`src/rtl/i2c_tgt_pkg.sv`:
```
package i2c_tgt_pkg;

  localparam int BYTE_W = 8;

  // value returned when the pointer selects no register
  localparam logic [BYTE_W-1:0] RD_FILL = 8'hFF;

  typedef enum logic [3:0] {
    ST_IDLE,
    ST_ADDR,
    ST_ADDR_ACK,
    ST_CMD,
    ST_CMD_ACK,
    ST_WR,
    ST_WR_ACK,
    ST_RD,
    ST_RD_ACK
  } tgt_state_t;

endpackage

```
`src/rtl/i2c_line_sync.sv`:
```
module i2c_line_sync #(
  parameter int STAGES = 2
) (
  input  logic clk,
  input  logic rst_n,
  input  logic scl_i,
  input  logic sda_i,
  output logic scl_s,
  output logic sda_s,
  output logic scl_rise,
  output logic scl_fall,
  output logic start_det,
  output logic stop_det
);

  logic [STAGES-1:0] scl_ff, sda_ff;
  logic              scl_d, sda_d;

  generate
    if (STAGES == 1) begin : g_single
      always_ff @(posedge clk or negedge rst_n) begin
        if (!rst_n) begin
          scl_ff <= '1;
          sda_ff <= '1;
        end else begin
          scl_ff <= scl_i;
          sda_ff <= sda_i;
        end
      end
    end else begin : g_chain
      always_ff @(posedge clk or negedge rst_n) begin
        if (!rst_n) begin
          scl_ff <= '1;
          sda_ff <= '1;
        end else begin
          scl_ff <= {scl_ff[STAGES-2:0], scl_i};
          sda_ff <= {sda_ff[STAGES-2:0], sda_i};
        end
      end
    end
  endgenerate

  assign scl_s = scl_ff[STAGES-1];
  assign sda_s = sda_ff[STAGES-1];

  // one more stage for edge detection
  always_ff @(posedge clk or negedge rst_n) begin
    if (!rst_n) begin
      scl_d <= 1'b1;
      sda_d <= 1'b1;
    end else begin
      scl_d <= scl_s;
      sda_d <= sda_s;
    end
  end

  assign scl_rise  = scl_s & ~scl_d;
  assign scl_fall  = ~scl_s & scl_d;
  // SDA edges while SCL stays high are bus conditions
  assign start_det = scl_s & scl_d & sda_d & ~sda_s;
  assign stop_det  = scl_s & scl_d & ~sda_d & sda_s;

endmodule

```
`src/rtl/i2c_tgt_fsm.sv`:
```
module i2c_tgt_fsm
  import i2c_tgt_pkg::*;
#(
  parameter logic [6:0] TGT_ADDR = 7'b1000001
) (
  input  logic              clk,
  input  logic              rst_n,
  input  logic              scl_s,
  input  logic              sda_s,
  input  logic              scl_rise,
  input  logic              scl_fall,
  input  logic              start_det,
  input  logic              stop_det,
  input  logic [BYTE_W-1:0] rd_byte,
  output logic              sda_oe,
  output logic              wr_req,
  output logic              rd_req,
  output logic              cmd_load,
  output logic [BYTE_W-1:0] rx_byte
);

  localparam int          CNT_W     = $clog2(BYTE_W + 1);
  localparam logic [CNT_W-1:0] BITS_FULL = CNT_W'(BYTE_W);
  localparam logic [CNT_W-1:0] BITS_LAST = CNT_W'(BYTE_W - 1);

  tgt_state_t        state_q;
  logic [CNT_W-1:0]  bitcnt_q;
  logic [BYTE_W-1:0] shreg_q;
  logic              rw_q;
  logic              more_q;
  logic              sda_oe_q;
  logic              byte_done;
  logic              addr_hit;

  assign byte_done = scl_fall && (bitcnt_q == BITS_FULL);
  assign addr_hit  = (shreg_q[BYTE_W-1:1] == TGT_ADDR);

  assign wr_req   = (state_q == ST_WR) && byte_done;
  assign cmd_load = (state_q == ST_CMD) && byte_done;
  assign rd_req   = scl_fall && (((state_q == ST_ADDR_ACK) && rw_q) ||
                                 ((state_q == ST_RD_ACK) && more_q));
  assign rx_byte  = shreg_q;
  assign sda_oe   = sda_oe_q;

  always_ff @(posedge clk or negedge rst_n) begin
    if (!rst_n) begin
      state_q  <= ST_IDLE;
      bitcnt_q <= '0;
      shreg_q  <= '0;
      rw_q     <= 1'b0;
      more_q   <= 1'b0;
      sda_oe_q <= 1'b0;
    end else if (start_det) begin
      state_q  <= ST_ADDR;
      bitcnt_q <= '0;
      sda_oe_q <= 1'b0;
    end else if (stop_det) begin
      state_q  <= ST_IDLE;
      bitcnt_q <= '0;
      sda_oe_q <= 1'b0;
    end else begin
      case (state_q)
        ST_ADDR, ST_CMD, ST_WR: begin
          if (scl_rise && (bitcnt_q < BITS_FULL)) begin
            shreg_q  <= {shreg_q[BYTE_W-2:0], sda_s};
            bitcnt_q <= bitcnt_q + 1'b1;
          end else if (byte_done) begin
            bitcnt_q <= '0;
            if (state_q == ST_ADDR) begin
              if (addr_hit) begin
                sda_oe_q <= 1'b1;
                rw_q     <= shreg_q[0];
                state_q  <= ST_ADDR_ACK;
              end else begin
                state_q  <= ST_IDLE;
              end
            end else if (state_q == ST_CMD) begin
              sda_oe_q <= 1'b1;
              state_q  <= ST_CMD_ACK;
            end else begin
              sda_oe_q <= 1'b1;
              state_q  <= ST_WR_ACK;
            end
          end
        end
        ST_ADDR_ACK: begin
          if (scl_fall) begin
            if (rw_q) begin
              shreg_q  <= rd_byte;
              sda_oe_q <= ~rd_byte[BYTE_W-1];
              bitcnt_q <= '0;
              state_q  <= ST_RD;
            end else begin
              sda_oe_q <= 1'b0;
              state_q  <= ST_CMD;
            end
          end
        end
        ST_CMD_ACK, ST_WR_ACK: begin
          if (scl_fall) begin
            sda_oe_q <= 1'b0;
            state_q  <= ST_WR;
          end
        end
        ST_RD: begin
          if (scl_fall) begin
            if (bitcnt_q == BITS_LAST) begin
              sda_oe_q <= 1'b0;
              bitcnt_q <= '0;
              state_q  <= ST_RD_ACK;
            end else begin
              shreg_q  <= {shreg_q[BYTE_W-2:0], 1'b0};
              sda_oe_q <= ~shreg_q[BYTE_W-2];
              bitcnt_q <= bitcnt_q + 1'b1;
            end
          end
        end
        ST_RD_ACK: begin
          if (scl_rise) begin
            more_q <= ~sda_s;
          end else if (scl_fall) begin
            if (more_q) begin
              shreg_q  <= rd_byte;
              sda_oe_q <= ~rd_byte[BYTE_W-1];
              bitcnt_q <= '0;
              state_q  <= ST_RD;
            end else begin
              state_q  <= ST_IDLE;
            end
          end
        end
        default: state_q <= ST_IDLE;
      endcase
    end
  end


  sda_scl_low_chk: assert property (@(posedge clk) disable iff (!rst_n)
    !$stable(sda_oe_q) |-> !scl_s);


  idle_release_chk: assert property (@(posedge clk) disable iff (!rst_n)
    (state_q == ST_IDLE) |-> !sda_oe_q);


  wr_single_chk: assert property (@(posedge clk) disable iff (!rst_n)
    wr_req |=> !wr_req);


  rd_load_chk: assert property (@(posedge clk) disable iff (!rst_n)
    rd_req |=> (state_q == ST_RD));

endmodule

```
`src/rtl/i2c_cmd_ptr.sv`:
```
module i2c_cmd_ptr
  import i2c_tgt_pkg::*;
#(
  parameter int NUM_REGS = 4,
  parameter int SEL_W    = 2
) (
  input  logic              clk,
  input  logic              rst_n,
  input  logic              cmd_load,
  input  logic              wr_req,
  input  logic              rd_req,
  input  logic [BYTE_W-1:0] rx_byte,
  input  logic [BYTE_W-1:0] bank_rdata,
  output logic [SEL_W-1:0]  reg_sel,
  output logic              reg_wr,
  output logic [BYTE_W-1:0] reg_wdata,
  output logic              reg_rd,
  output logic [BYTE_W-1:0] rd_byte
);

  localparam logic [BYTE_W-1:0] REG_LIMIT = BYTE_W'(NUM_REGS);

  logic [BYTE_W-1:0] cmd_q;
  logic              sel_ok;

  always_ff @(posedge clk or negedge rst_n) begin
    if (!rst_n) cmd_q <= '0;
    else if (cmd_load) cmd_q <= rx_byte;
  end

  assign sel_ok    = (cmd_q < REG_LIMIT);
  assign reg_sel   = cmd_q[SEL_W-1:0];
  assign reg_wr    = wr_req & sel_ok;
  assign reg_wdata = rx_byte;
  assign reg_rd    = rd_req & sel_ok;
  assign rd_byte   = sel_ok ? bank_rdata : RD_FILL;


  ptr_hold_chk: assert property (@(posedge clk) disable iff (!rst_n)
    !cmd_load |=> $stable(cmd_q));

endmodule

```
`src/rtl/i2c_cmd_target.sv`:
```
module i2c_cmd_target
  import i2c_tgt_pkg::*;
#(
  parameter logic [6:0] TGT_ADDR    = 7'b1000001,
  parameter int         NUM_REGS    = 4,
  parameter int         SYNC_STAGES = 2,
  localparam int        SEL_W       = (NUM_REGS > 1) ? $clog2(NUM_REGS) : 1
) (
  input  logic             clk,
  input  logic             rst_n,
  input  logic             scl_i,
  input  logic             sda_i,
  output logic             sda_oe,
  output logic [SEL_W-1:0] reg_sel,
  output logic             reg_wr,
  output logic [7:0]       reg_wdata,
  output logic             reg_rd,
  input  logic [7:0]       reg_rdata
);

  logic              scl_s, sda_s, scl_rise, scl_fall, start_det, stop_det;
  logic              wr_req, rd_req, cmd_load;
  logic [BYTE_W-1:0] rx_byte, rd_byte;

  i2c_line_sync #(.STAGES(SYNC_STAGES)) u_sync (
    .clk       (clk),
    .rst_n     (rst_n),
    .scl_i     (scl_i),
    .sda_i     (sda_i),
    .scl_s     (scl_s),
    .sda_s     (sda_s),
    .scl_rise  (scl_rise),
    .scl_fall  (scl_fall),
    .start_det (start_det),
    .stop_det  (stop_det)
  );

  i2c_tgt_fsm #(.TGT_ADDR(TGT_ADDR)) u_fsm (
    .clk       (clk),
    .rst_n     (rst_n),
    .scl_s     (scl_s),
    .sda_s     (sda_s),
    .scl_rise  (scl_rise),
    .scl_fall  (scl_fall),
    .start_det (start_det),
    .stop_det  (stop_det),
    .rd_byte   (rd_byte),
    .sda_oe    (sda_oe),
    .wr_req    (wr_req),
    .rd_req    (rd_req),
    .cmd_load  (cmd_load),
    .rx_byte   (rx_byte)
  );

  i2c_cmd_ptr #(.NUM_REGS(NUM_REGS), .SEL_W(SEL_W)) u_ptr (
    .clk        (clk),
    .rst_n      (rst_n),
    .cmd_load   (cmd_load),
    .wr_req     (wr_req),
    .rd_req     (rd_req),
    .rx_byte    (rx_byte),
    .bank_rdata (reg_rdata),
    .reg_sel    (reg_sel),
    .reg_wr     (reg_wr),
    .reg_wdata  (reg_wdata),
    .reg_rd     (reg_rd),
    .rd_byte    (rd_byte)
  );

endmodule

```
`config.mk`:
```
export PLATFORM = sky130hd
export DESIGN_NAME = i2c_cmd_target
export DESIGN_NICKNAME = d
export VERILOG_FILES = /design/src/rtl/i2c_tgt_pkg.sv /design/src/rtl/i2c_line_sync.sv /design/src/rtl/i2c_tgt_fsm.sv /design/src/rtl/i2c_cmd_ptr.sv /design/src/rtl/i2c_cmd_target.sv
export SDC_FILE = /design/constraint.sdc
export NUM_CORES = 1
export LEC_CHECK = 0
export BUFFER_PORTS_ARGS = -buffer_cell sky130_fd_sc_hd__buf_2
export CAP_MARGIN = 0
export CORE_ASPECT_RATIO = 0.75
export CORE_MARGIN = 3
export CORE_UTILIZATION = 37
export DETAILED_ROUTE_END_ITERATION = 16
export PLACE_DENSITY_LB_ADDON = 0.2
export SKIP_CTS_REPAIR_TIMING = 1
export SLEW_MARGIN = 20
export SYNTH_ARGS = -nofsm -noshare
export SYNTH_HDL_FRONTEND = slang
export SYNTH_HIERARCHICAL = 1
export SYNTH_SLANG_ARGS = --single-unit
```
`constraint.sdc`:
```
create_clock -name clk -period 3 [get_ports clk]
set_clock_uncertainty 0.15 [all_clocks]
set_input_delay 0.3 -clock clk [delete_from_list [all_inputs] [get_ports clk]]
set_output_delay 0.3 -clock clk [all_outputs]
set_load 0.02 [all_outputs]
```
==> out/qor.yml <==
cts:
  tritoncts: "done"
  clkLatencyLatePin_ns: 0.29
  clock-root-buffer: "clkbuf_8"
  numCtsBuffers: 5
  clk_pin_slew_ns: 0.08
  h-tree-depth: 2
  clock_tree.buffer_depth: 2
  cts.sinks: 33
die:
  core_area_sq_um: 5500
  initial_core_util: 0.393
  placementRows: 23
  die_height_microns: 72.1
  io_pins: 25
  die-area_sq_um: 6800
  die_x_microns: 94.2
route:
  viasPerCell: 5.41
  vias: 1638
  final_antenna_net_count: 0
  drtIter0Drc: 163
  wl_per_cell_microns: 15.8
  drc_errors: 0
  firstDrtPassIters: 5
  finalWirelength_mm: 4.78
grt:
  grt_max_degree: 34
  grt_pass1_vias: 1602
  gr-total-overflow: 0
  grtUsageTotal: 0.155
  antenna_found_initial: 0
  grt_pass1_wl_mm: 8.07
sta:
  post-route-period-util: 0.825
  setup_tns_ns: 0
  setup_viol: 0
  tightest_slew_ns: 0.736
  rsz0062_at_grt: "false"
  max_freq_ghz: 0.404
  slew_viol_final: 0
  finalHoldViolations: 0
  max_slew_margin: 0.510
  fin_crit_ns: 2.48
worst_setup_path:
  crit_type: "flip-flop to output pin"
  cp.required_ns: 2.55
  cp_max_fo: 20
  end_kind: "output pin"
  worstPathArrival_ns: 2.03
  cp-start-kind: "flip-flop"
worst_hold_path:
  min_path_type: "flip-flop to flip-flop"
logic_synthesis:
  yosys-top-cells-area: "dfrtp_1 31%, mux2_2 11%, dfstp_2 7.3%"
  async_flop_share: 1.00
  synthesis.nets: 225
  synth_top_cell_area_share: 0.313
  syn_area_per_cell_sq_um: 10.2
  synth_cells: 211
  syn_area_sq_um: 2160
  ys_types: 61
  ys_seq_area_frac: 0.386
  synth_edf_count: 0
  synth_flop_cell: "dfrtp_1"
  ys_ff_latch: 33
  yosysTopAreaCell: "dfrtp_1"
  synth_warnings: 6
power_and_ir_drop:
  power.density_nw_per_um2: 932
  p_leak_nw: 1.05
  pwr-share-comb: 0.460
  total_power_mw: 2.22
  switching_share: 0.416
  p_switching_uw: 926
  p_int_mw: 1.30
  seq_power_share: 0.353
  clockPowerShare: 0.187
  peakVddDrop_uv: 280
cells_and_area:
  syn2layout_area_growth_pct: 10.6
  n_antenna_cell: 0
  final_cell_mix: "27 x dfrtp_1, 24 x buf_2, 22 x mux2_2"
  drive_gt1_frac: 0.338
  final_common_cell: "dfrtp_1"
  layout.nets: 241
outcome:
  status: "finished, final reports clean"
placement:
  io_buffers: 24
  gp_congestion: 0.838
  hpwl_mm: 3.45
job:
  cap_viol_max_count: 0
[worst max-delay path, cell delays in order (launching register included)]
cell	delay (ns)
dfrtp_1	0.73
nand2_1	0.22
o21ai_0	0.21
and3_1	0.18
inv_1	0.04
nor3_1	0.16
buf_2	0.19
[cell usage after synthesis, types with 3 or more instances]
library cell and n:
dfrtp_1 27, mux2_2 22, buf_4 13, nand2_1 10, or3_1 10, a21oi_1 9, nor2_1 9, inv_1 8
dfstp_2 6, mux2i_1 6, nand2b_1 6, nand3_1 6, nor3_1 5, o21ai_0 5, clkbuf_1 3, nor2b_1 3
nor4_1 3, o21ai_2 3, o31ai_1 3
[state kept, by name, summed over array words and instances (netlist names)]
name,flops
u_sync/sda_ff,2
u_sync/scl_d,1
u_ptr/cmd_q,8
u_sync/scl_ff,2
u_fsm/rw_q,1
u_fsm/sda_oe,1
u_sync/sda_d,1
u_fsm/state_q,4
u_fsm/rx_byte,8
u_fsm/bitcnt_q,4
u_fsm/more_q,1
[power groups by stage]
stage	Combinational (mW)	Sequential (mW)	Clock, mW
finish	1.02	0.784	0.416
global route	1.13	0.811	0.453
CTS	1.02	0.782	0.431
detailed placement	1.01	0.791	0
global placement	1.02	0.787	0
floorplan	0.998	0.655	0
[logic make-up after synthesis]
| group | share of synthesized area |
|---|---|
| and+or+nand+nor | 0.222 |
| DFF | 0.386 |
| xor gates and xnor gates | 0.00406 |
| AOI/OAI and AO/OA | 0.152 |
| muxes | 0.143 |
| buffers and inverters | 0.0817 |
| adders and majority gates | 0.0116 |
[metal layers]
| layer | track usage | wire length, microns |
|---|---|---|
| met1 | 0.239 | 2540 |
| met2 | 0.197 | 1900 |
| met3 | 0.0508 | 286 |
| met4 | 0.0593 | 56 |
| met5 | 0 | 0 |
[per-stage QoR]
| step | util | std cells | setup slack [ns] | area (sq um) | hold slack [ns] |
|---|---|---|---|---|---|
| 2_1_floorplan | - | 211 | 0.812 | 2160 | -0.146 |
| 3_3_place_gp | 0.409 | 292 | 0.555 | 2250 | 0.196 |
| 3_5_place_dp | 0.409 | 292 | 0.607 | 2250 | 0.197 |
| 4_1_cts | 0.429 | 300 | 0.511 | 2360 | -0.0531 |
| 5_1_grt | 0.434 | 303 | 0.307 | 2390 | 0.215 |
| 6_report | 0.434 | 303 | 0.524 | 2390 | 0.205 |
[area by class of cell]
type | instances | area [sq um]
Sequential cell | 33 | 833
Multi-Input combinational cell | 149 | 1150
Tap cell | 75 | 93.8
Inverter | 8 | 30.0
Fill cell | 540 | 3110
Timing Repair Buffer | 30 | 173
Clock buffer | 6 | 72.6
Clock inverter | 2 | 35.0
[final timing paths]
path / from / to / slack [ns] / depth (start not counted)
max: u_fsm/state_q[3] / reg_rd / 0.52 / 6
min: u_sync/sda_ff[0] / u_sync/sda_ff[1] / 0.21 / 0
max reg2reg: u_fsm/state_q[3] / u_fsm/rx_byte[1] / 0.55 / 4
min reg2reg: u_sync/sda_ff[0] / u_sync/sda_ff[1] / 0.21 / 0
max in group asynchronous: rst_n / u_fsm/rw_q / 1.76 / 2
min in group asynchronous: rst_n / u_fsm/state_q[2] / 0.46 / 2
No activity file was read; power rests on OpenSTA's default activity.
